<file path="src/rtl/sdlc_tx_pkg.sv">
package sdlc_tx_pkg;

    localparam int CHAR_W = 8;
    localparam int FCS_W  = 16;
    localparam int CNT_W  = $clog2(FCS_W) + 1;
    localparam int RUN_W  = 3;

    localparam logic [RUN_W-1:0]  STUFF_RUN = RUN_W'(5);
    localparam logic [CHAR_W-1:0] FLAG_CHAR = 8'h7E;
    localparam logic [FCS_W-1:0]  FCS_INIT  = 16'hFFFF;
    localparam logic [FCS_W-1:0]  FCS_POLY  = 16'h8408;

    typedef enum logic [1:0] {
        PH_IDLE,
        PH_DATA,
        PH_CLOSE
    } phase_e;

    typedef struct packed {
        logic [FCS_W-1:0] sh;
        logic [CNT_W-1:0] cnt;
        phase_e           phase;
        logic             is_flag;
        logic             stuffed;
        logic [RUN_W-1:0] ones;
        logic             latch;
        logic             bemp;
        logic             urun;
    } eng_t;

    function automatic logic [FCS_W-1:0] fcs_step(input logic [FCS_W-1:0] c,
                                                  input logic [CHAR_W-1:0] b);
        logic [FCS_W-1:0] r;
        r = c;
        for (int i = 0; i < CHAR_W; i++) begin
            if (r[0] ^ b[i]) r = (r >> 1) ^ FCS_POLY;
            else             r = r >> 1;
        end
        return r;
    endfunction

endpackage

</file>
<file path="src/rtl/sdlc_tx_hold.sv">
module sdlc_tx_hold
    import sdlc_tx_pkg::*;
(
    input  logic              clk,
    input  logic              rst_n,
    input  logic              wr_en,
    input  logic [CHAR_W-1:0] wr_data,
    input  logic              take,
    output logic              ready,
    output logic              valid,
    output logic [CHAR_W-1:0] data
);
    typedef struct packed {
        logic              valid;
        logic [CHAR_W-1:0] data;
    } hold_t;

    hold_t q, d;

    assign ready = !q.valid || take;
    assign valid = q.valid;
    assign data  = q.data;

    always_comb begin
        d = q;
        if (wr_en && ready) begin
            d.valid = 1'b1;
            d.data  = wr_data;
        end else if (take) begin
            d.valid = 1'b0;
        end
    end

    always_ff @(posedge clk) begin
        if (!rst_n) q <= '0;
        else        q <= d;
    end
endmodule

</file>
<file path="src/rtl/sdlc_tx_fcs.sv">
module sdlc_tx_fcs
    import sdlc_tx_pkg::*;
(
    input  logic              clk,
    input  logic              rst_n,
    input  logic              first,
    input  logic              more,
    input  logic [CHAR_W-1:0] data,
    output logic [FCS_W-1:0]  fcs
);
    logic [FCS_W-1:0] fcs_d, fcs_q;

    assign fcs = fcs_q;

    always_comb begin
        fcs_d = fcs_q;
        if (first)     fcs_d = fcs_step(FCS_INIT, data);
        else if (more) fcs_d = fcs_step(fcs_q, data);
    end

    always_ff @(posedge clk) begin
        if (!rst_n) fcs_q <= FCS_INIT;
        else        fcs_q <= fcs_d;
    end
endmodule

</file>
<file path="src/rtl/sdlc_tx_delay.sv">
module sdlc_tx_delay #(
    parameter int DEPTH = 6
) (
    input  logic clk,
    input  logic rst_n,
    input  logic step,
    input  logic din,
    output logic dout
);
    logic [DEPTH-1:0] dly_d, dly_q;

    assign dout = dly_q[DEPTH-1];

    always_comb begin
        dly_d = dly_q;
        if (step) dly_d = {dly_q[DEPTH-2:0], din};
    end

    always_ff @(posedge clk) begin
        if (!rst_n) dly_q <= '1;
        else        dly_q <= dly_d;
    end
endmodule

</file>
<file path="src/rtl/sdlc_tx.sv">
module sdlc_tx
    import sdlc_tx_pkg::*;
#(
    parameter int LATENCY = 6
) (
    input  logic              clk,
    input  logic              rst_n,
    input  logic              bit_en,
    input  logic              flag_idle,
    input  logic              abort_on_urun,
    input  logic              clr_urun_latch,
    input  logic              wr_en,
    input  logic [CHAR_W-1:0] wr_data,
    output logic              wr_ready,
    output logic              buf_full,
    output logic              txd,
    output logic              buf_empty_evt,
    output logic              urun_evt
);
    localparam logic [CNT_W-1:0] CHAR_BITS = CNT_W'(CHAR_W);
    localparam logic [CNT_W-1:0] FCS_BITS  = CNT_W'(FCS_W);

    eng_t q, d;

    logic              take, fcs_first, fcs_more, line_bit;
    logic              hold_valid;
    logic [CHAR_W-1:0] hold_data;
    logic [FCS_W-1:0]  fcs;

    sdlc_tx_hold u_hold (
        .clk     (clk),
        .rst_n   (rst_n),
        .wr_en   (wr_en),
        .wr_data (wr_data),
        .take    (take),
        .ready   (wr_ready),
        .valid   (hold_valid),
        .data    (hold_data)
    );

    sdlc_tx_fcs u_fcs (
        .clk   (clk),
        .rst_n (rst_n),
        .first (fcs_first),
        .more  (fcs_more),
        .data  (hold_data),
        .fcs   (fcs)
    );

    sdlc_tx_delay #(.DEPTH(LATENCY)) u_delay (
        .clk   (clk),
        .rst_n (rst_n),
        .step  (bit_en),
        .din   (line_bit),
        .dout  (txd)
    );

    assign buf_full      = hold_valid;
    assign buf_empty_evt = q.bemp;
    assign urun_evt      = q.urun;

    always_comb begin
        d         = q;
        d.bemp    = 1'b0;
        d.urun    = 1'b0;
        take      = 1'b0;
        fcs_first = 1'b0;
        fcs_more  = 1'b0;
        line_bit  = 1'b1;
        if (clr_urun_latch) d.latch = 1'b0;
        if (bit_en) begin
            if (q.ones == STUFF_RUN) begin
                // inserted zero; the current character waits one step
                line_bit = 1'b0;
                d.ones   = '0;
            end else begin
                line_bit = q.sh[0];
                d.sh     = {1'b1, q.sh[FCS_W-1:1]};
                d.cnt    = q.cnt - 1'b1;
                d.ones   = (q.stuffed && line_bit) ? q.ones + 1'b1 : '0;
                if (q.cnt == CNT_W'(1)) begin
                    // character boundary: choose what goes next
                    d.cnt     = CHAR_BITS;
                    d.stuffed = 1'b0;
                    d.is_flag = 1'b0;
                    d.sh      = '1;
                    unique case (q.phase)
                        PH_IDLE: begin
                            if (q.is_flag && hold_valid) begin
                                d.sh      = {{(FCS_W-CHAR_W){1'b1}}, hold_data};
                                d.stuffed = 1'b1;
                                d.phase   = PH_DATA;
                                d.bemp    = 1'b1;
                                take      = 1'b1;
                                fcs_first = 1'b1;
                            end else if (flag_idle) begin
                                d.sh      = {{(FCS_W-CHAR_W){1'b1}}, FLAG_CHAR};
                                d.is_flag = 1'b1;
                            end
                        end
                        PH_DATA: begin
                            if (hold_valid) begin
                                d.sh      = {{(FCS_W-CHAR_W){1'b1}}, hold_data};
                                d.stuffed = 1'b1;
                                d.bemp    = 1'b1;
                                take      = 1'b1;
                                fcs_more  = 1'b1;
                            end else begin
                                d.urun = 1'b1;
                                if (q.latch) begin
                                    d.sh      = {{(FCS_W-CHAR_W){1'b1}}, FLAG_CHAR};
                                    d.is_flag = 1'b1;
                                    d.phase   = PH_IDLE;
                                end else if (abort_on_urun) begin
                                    d.phase = PH_CLOSE;
                                end else begin
                                    d.sh      = ~fcs;
                                    d.cnt     = FCS_BITS;
                                    d.stuffed = 1'b1;
                                    d.phase   = PH_CLOSE;
                                end
                            end
                        end
                        default: begin
                            d.sh      = {{(FCS_W-CHAR_W){1'b1}}, FLAG_CHAR};
                            d.is_flag = 1'b1;
                            d.phase   = PH_IDLE;
                            d.latch   = 1'b1;
                            d.bemp    = 1'b1;
                        end
                    endcase
                end
            end
        end
    end

    always_ff @(posedge clk) begin
        if (!rst_n) begin
            q         <= '0;
            q.sh      <= '1;
            q.cnt     <= CHAR_BITS;
            q.phase   <= PH_IDLE;
            q.latch   <= 1'b1;
        end else begin
            q <= d;
        end
    end
endmodule

</file>
<file path="config.mk">
export PLATFORM = sky130hd
export DESIGN_NAME = sdlc_tx
export DESIGN_NICKNAME = d
export VERILOG_FILES = /design/src/rtl/sdlc_tx_pkg.sv /design/src/rtl/sdlc_tx_hold.sv /design/src/rtl/sdlc_tx_fcs.sv /design/src/rtl/sdlc_tx_delay.sv /design/src/rtl/sdlc_tx.sv
export SDC_FILE = /design/constraint.sdc
export NUM_CORES = 1
export LEC_CHECK = 0
export BUFFER_PORTS_ARGS = -buffer_cell sky130_fd_sc_hd__buf_4
export CAP_MARGIN = 20
export CORE_ASPECT_RATIO = 1.4
export CORE_MARGIN = 4
export CORE_UTILIZATION = 40
export CTS_CLUSTER_DIAMETER = 50
export CTS_CLUSTER_SIZE = 25
export DETAILED_ROUTE_END_ITERATION = 10
export GPL_TIMING_DRIVEN = 0
export PLACE_DENSITY = 0.63
export SYNTH_ARGS = -nofsm -noshare
export SYNTH_HDL_FRONTEND = slang
export SYNTH_HIERARCHICAL = 1
export SYNTH_SLANG_ARGS = --single-unit
</file>
<file path="constraint.sdc">
create_clock -name clk -period 2.5 [get_ports clk]
set_input_delay 0.5 -clock clk [delete_from_list [all_inputs] [get_ports clk]]
set_output_delay 0.5 -clock clk [all_outputs]
set_load 0.02 [all_outputs]
</file>
# Word-level counts from Yosys, hierarchy flattened
# Index checks and enable logic that the tools add are counted.
# word_totals
reg_bits,62
input_bits,15
# op_classes
n_addsub,2
n_eq_ne,5
n_mux,86
bitwise_logic,36
n_reduce_logical,14
# ops
cell,count
16-bit 2-to-1 mux,41
2-bit NOT with 3-bit output,15
16-bit case mux with 2 select lines,1
1-bit 2-to-1 mux,26
25-bit 2-to-1 mux,1
8-bit 2-to-1 mux,3
21-bit 2-to-1 mux,1
16-bit NOT,1
3-bit 2-to-1 mux,5
1-bit XOR,15
5-bit 2-to-1 mux,2
1-bit case mux with 2 select lines,3
3-bit case mux with 2 select lines,1
5-bit by 1-bit equality test with 1-bit output (second input constant),1
1-bit NOT,5
5-bit AND reduction,1
5-bit OR reduction,1
5-bit by 1-bit subtractor with 5-bit output (second input constant),1
2-bit 2-to-1 mux,2
2-bit != test (second input constant),2
2-bit nonzero test,2
4-bit OR reduction,1
3-bit by 1-bit adder with 3-bit output (second input constant),1
3-bit equality test (second input constant),1
other kinds (8),10

# Logic depth before layout (Yosys ltp)
# logic_depth
depth_word,35
depth_mapped,12

# By module
# The synthesis kept the hierarchy.
# by_module_without_submodules
module,instances,cells_per_inst,area_each_um2,seq_area_each_um2
sdlc_tx,1,200,1629.1,620.6
sdlc_tx_fcs,1,142,1159.9,320.3
sdlc_tx_hold,1,40,375.4,180.2
sdlc_tx_delay,1,19,214.0,120.1

# Worst setup path before layout
# No wires, ideal clock.
# synth_path
path_kind,reg2reg
start,reg q[11] (netlist bit)
end,"reg u_fcs.fcs_q[8], in the netlist u_fcs/fcs[8]"
setup_time_ns,0.120
t_arrival_ns,2.346
required_time_ns,2.380
path_slack_ns,0.034
stages_incl_launch_ff,10
n_path_buf,2
period_less_slack_ns,2.466
path_cell_list,dfxtp_1 > inv_1 > ha_1 > nor4b_2 > nand2_1 > clkbuf_1 > nor4_1 > clkdlybuf4s15_1 > nor2_1 > a211o_1
# synth_via
elab_chain_cells,5
word_cells_on_any_way,9
# synth_rtl
item,line_no,text
"start, declared",sdlc_tx.sv:23,"eng_t q, d;"
5-bit by 1-bit equality test with 1-bit output (*),sdlc_tx.sv:81,if (q.cnt == CNT_W'(1)) begin
1-bit 2-to-1 mux (*),sdlc_tx.sv:81,
1-bit 2-to-1 mux (*),sdlc_tx.sv:72,if (q.ones == STUFF_RUN) begin
1-bit 2-to-1 mux (*),sdlc_tx.sv:71,if (bit_en) begin
named net fcs_first,sdlc_tx.sv:25,"logic take, fcs_first, fcs_more, line_bit;"
16-bit 2-to-1 mux or 2-bit nonzero test (tied branches),n/a,
"end signal, assigned",sdlc_tx_fcs.sv:23,else fcs_q <= fcs_d;
"end, declared",sdlc_tx_fcs.sv:11,"logic [FCS_W-1:0] fcs_d, fcs_q;"
# The timed path passes the listed nets; every way through them passes the cells marked *.
# A chain may end at the register's enable or synchronous reset.

# Final worst setup path
# layout_path
start,reg q[11] (netlist bit)
end,out wr_ready
# layout_via
elab_chain_cells,5
# layout_rtl
item,line_no,text
5-bit by 1-bit equality test with 1-bit output,sdlc_tx.sv:81,
1-bit 2-to-1 mux,sdlc_tx.sv:81,
1-bit 2-to-1 mux,sdlc_tx.sv:72,
1-bit 2-to-1 mux,sdlc_tx.sv:71,
named net take,sdlc_tx.sv:25,
1-bit logical OR,sdlc_tx_hold.sv:20,assign ready = !q.valid || take;
"end, declared",sdlc_tx.sv:14,"output logic wr_ready,"
# The timed path passes the listed nets, and every way through them passes these cells.

==> results.yml <==
run_status:
  outcome: "complete, no violations"
global_routing:
  grt_pass1_wl_mm: 14.5
  overflow: 0
  grtUsageTotal_pct: 18.6
  grt_pass1_vias: 2956
  grt_max_degree: 19
  antenna_found_initial: 0
clocking:
  htreeDepth: 3
  ctsHoldBuffers: 0
  cts_tree: "done"
  clock-sinks: 62
  clock-root-buffer: "clkbuf_16"
  path_clk_slew_ns: 0.05
  clk_path_buf_depth: 2
  insertion_delay_ns: 0.33
  cts_buffers: 9
timing:
  fmax_mhz: 416
  worstMarginPinSlew_ns: 0.521
  drv_slew: 0
  hold_violations: 0
  tns_ns: 0
  slew_headroom_pct: 65.0
  finClkSkew_ns: 0.00690
  fin_crit_sh_pct: 96.1
  setup_viol: 0
  fin_crit_ns: 2.40
pwr:
  total_power_uw: 2550
  ir_drop_v: 0.000358
  pwr_density_cell_nw_per_um2: 626
  p_leak_uw: 0.00161
critical_path:
  critPathSlowestCell: "dfxtp_1"
  crit_type: "flip-flop to primary output"
  critPathLaunchType: "flip-flop"
  arrival_ns: 1.90
  crit_required_ns: 2.00
  crit_chain: "inv_2 -> ha_4 -> nor4b_4 -> nand2_2 -> buf_8 -> nor3_2 -> nand2b_4 -> buf_4"
  slowest_delay_ns: 0.33
  crit_fanout: 10
  cp-end-kind: "primary output"
final_layout:
  final_cell_area_sq_um: 4080
  syn2layout_area_growth_pct: 20.7
  nNetsFinal: 456
  drive_gt1_share_pct: 18.1
  final_util_pct: 49.7
  antenna_cells: 0
job:
  cap_violations: 0
synthesis:
  synth.avg_cell_area_sq_um: 8.42
  synthCells: 401
  synthTopCellsByArea: "dfxtp_1, nand2_1, mux2i_1, xnor2_1, nand3_1"
  ys_seq_elements: 62
  yosysWarnings: 6
  syn_nets: 420
  ys.flop_type: "dfxtp_1"
  synth_commonest_cells: "nand2_1, dfxtp_1, xnor2_1"
  yosysMostFrequentCell: "nand2_1"
  seq_area_frac_synth_pct: 36.7
  synth_top_cell_by_area: "dfxtp_1"
  synth_top_area_share_pct: 36.7
  syn_area_sq_um: 3380
  synth.distinct_cells: 53
  async_reset_ff_share_pct: 0
  synth-edff-count: 0
placement:
  io_buffers: 19
  gp_congestion: 0.888
  dp_hpwl_mm: 6.14
  placed_area_sq_um: 3650
floorplan:
  start_util_pct: 41.2
  dieHeight_microns: 117
  rows: 39
  floorplan.die_area_sq_um: 10000
  io_pins: 20
  die_width_microns: 85.7
  core_area_sq_um: 8200
routing:
  viasPerCell: 5.58
  ant_nets: 0
  drtIter0Drc: 180
  drt_first_pass_iters: 4
  vias: 3034
  wl_per_cell_microns: 16.0
  routed_wl_mm: 8.70
  drc: 0
worst_hold_path:
  hp-class: "input pin to flip-flop"
==> path summary, 6_finish.rpt <==
path	end	slack, ns	startpoint	depth (start not counted)
worst max-delay path	wr_ready	0.1	q[11]	8
worst min-delay path	q[2]	0.40	clr_urun_latch	2
worst max register to register	u_fcs/fcs[4]	0.11	q[11]	11
worst min register to register	u_delay/dly_q[3]	0.47	u_delay/dly_q[3]	2
==> cell type report <==
| type | count | area [sq um] |
|---|---|---|
| Buffer | 27 | 168 |
| Clock buffer | 11 | 243 |
| Clock inverter | 5 | 58.8 |
| Fill cell | 804 | 4120 |
| Inverter | 11 | 41.3 |
| Multi-Input combinational cell | 300 | 1990 |
| Sequential cell | 62 | 1240 |
| Tap cell | 102 | 128 |
| Timing Repair Buffer | 26 | 208 |
==> kinds of logic after synthesis <==
family | count (synthesis) | share of synthesized area, %
AO/OA/AOI/OAI | 92 | 19.4
flip-flops | 62 | 36.7
multiplexers | 19 | 5.63
adder cells (fa/ha/maj) | 4 | 1.48
XOR/XNOR | 30 | 8.63
AND/OR/NAND/NOR | 155 | 22.1
buffers and inverters | 39 | 5.96
==> worst max-delay path: cells and delay by family (launching register included) <==
family,cells,cell delay [ns]
buf+inv,3,0.39
fa+ha+maj,1,0.14
flops,1,0.33
simple gates,4,0.72
==> power by group <==
group          leakage (uW)  internal, uW  switching (uW)
Clock              0.000142           798             446
Combinational      0.000961           117             126
Sequential         0.000507          1020            41.1
==> layer usage <==
layer	wire length (microns)	vias to the layer above	share of wire (%)	global-route usage (%)
met3	366	24	4.2	3.25
met1	3660	1441	42	21.6
li1	-	1488	-	-
met4	259	0	3.0	9.29
met2	4420	81	51	32.8
met5	0	-	0	0
==> placed cells by master (no fill, tap or decap), types with 14 or more instances in the layout <==
cell type and instances:
mux2i_1 19, nor3_1 14, nand2_1 71, xnor2_1 21
a21oi_1 16, nor2_1 18, nand3_1 18, buf_4 25
dfxtp_1 61
==> sequential cells by signal, summed over array words and instances (netlist names) <==
| register | cells |
|---|---|
| q | 29 |
| u_delay/dly_q | 6 |
| u_fcs/fcs | 16 |
| urun_evt | 1 |
| u_hold/data | 8 |
| u_hold/valid | 1 |
| buf_empty_evt | 1 |
==> repair_timing <==
action / CTS / global route
setup buffers: 4 / 3
setup endpoints to repair: 17 / 15
resized for setup: 17 / 10
endpoints found under the hold margin: 0 / 0
pin swaps: 1 / 3
==> stage by stage <==
| stage | instances | worst slack [ns] | hold WS [ns] |
|---|---|---|---|
| after floorplan | 401 | 0.0342 | 0.440 |
| final | 544 | 0.0968 | 0.401 |
| after CTS | 541 | -0.0222 | 0.394 |
| after detailed placement | 522 | -0.953 | 0.460 |
| after global routing | 544 | -0.00188 | 0.396 |
| after global placement | 522 | -1.04 | 0.457 |
Power figures use the tool's default switching activity.
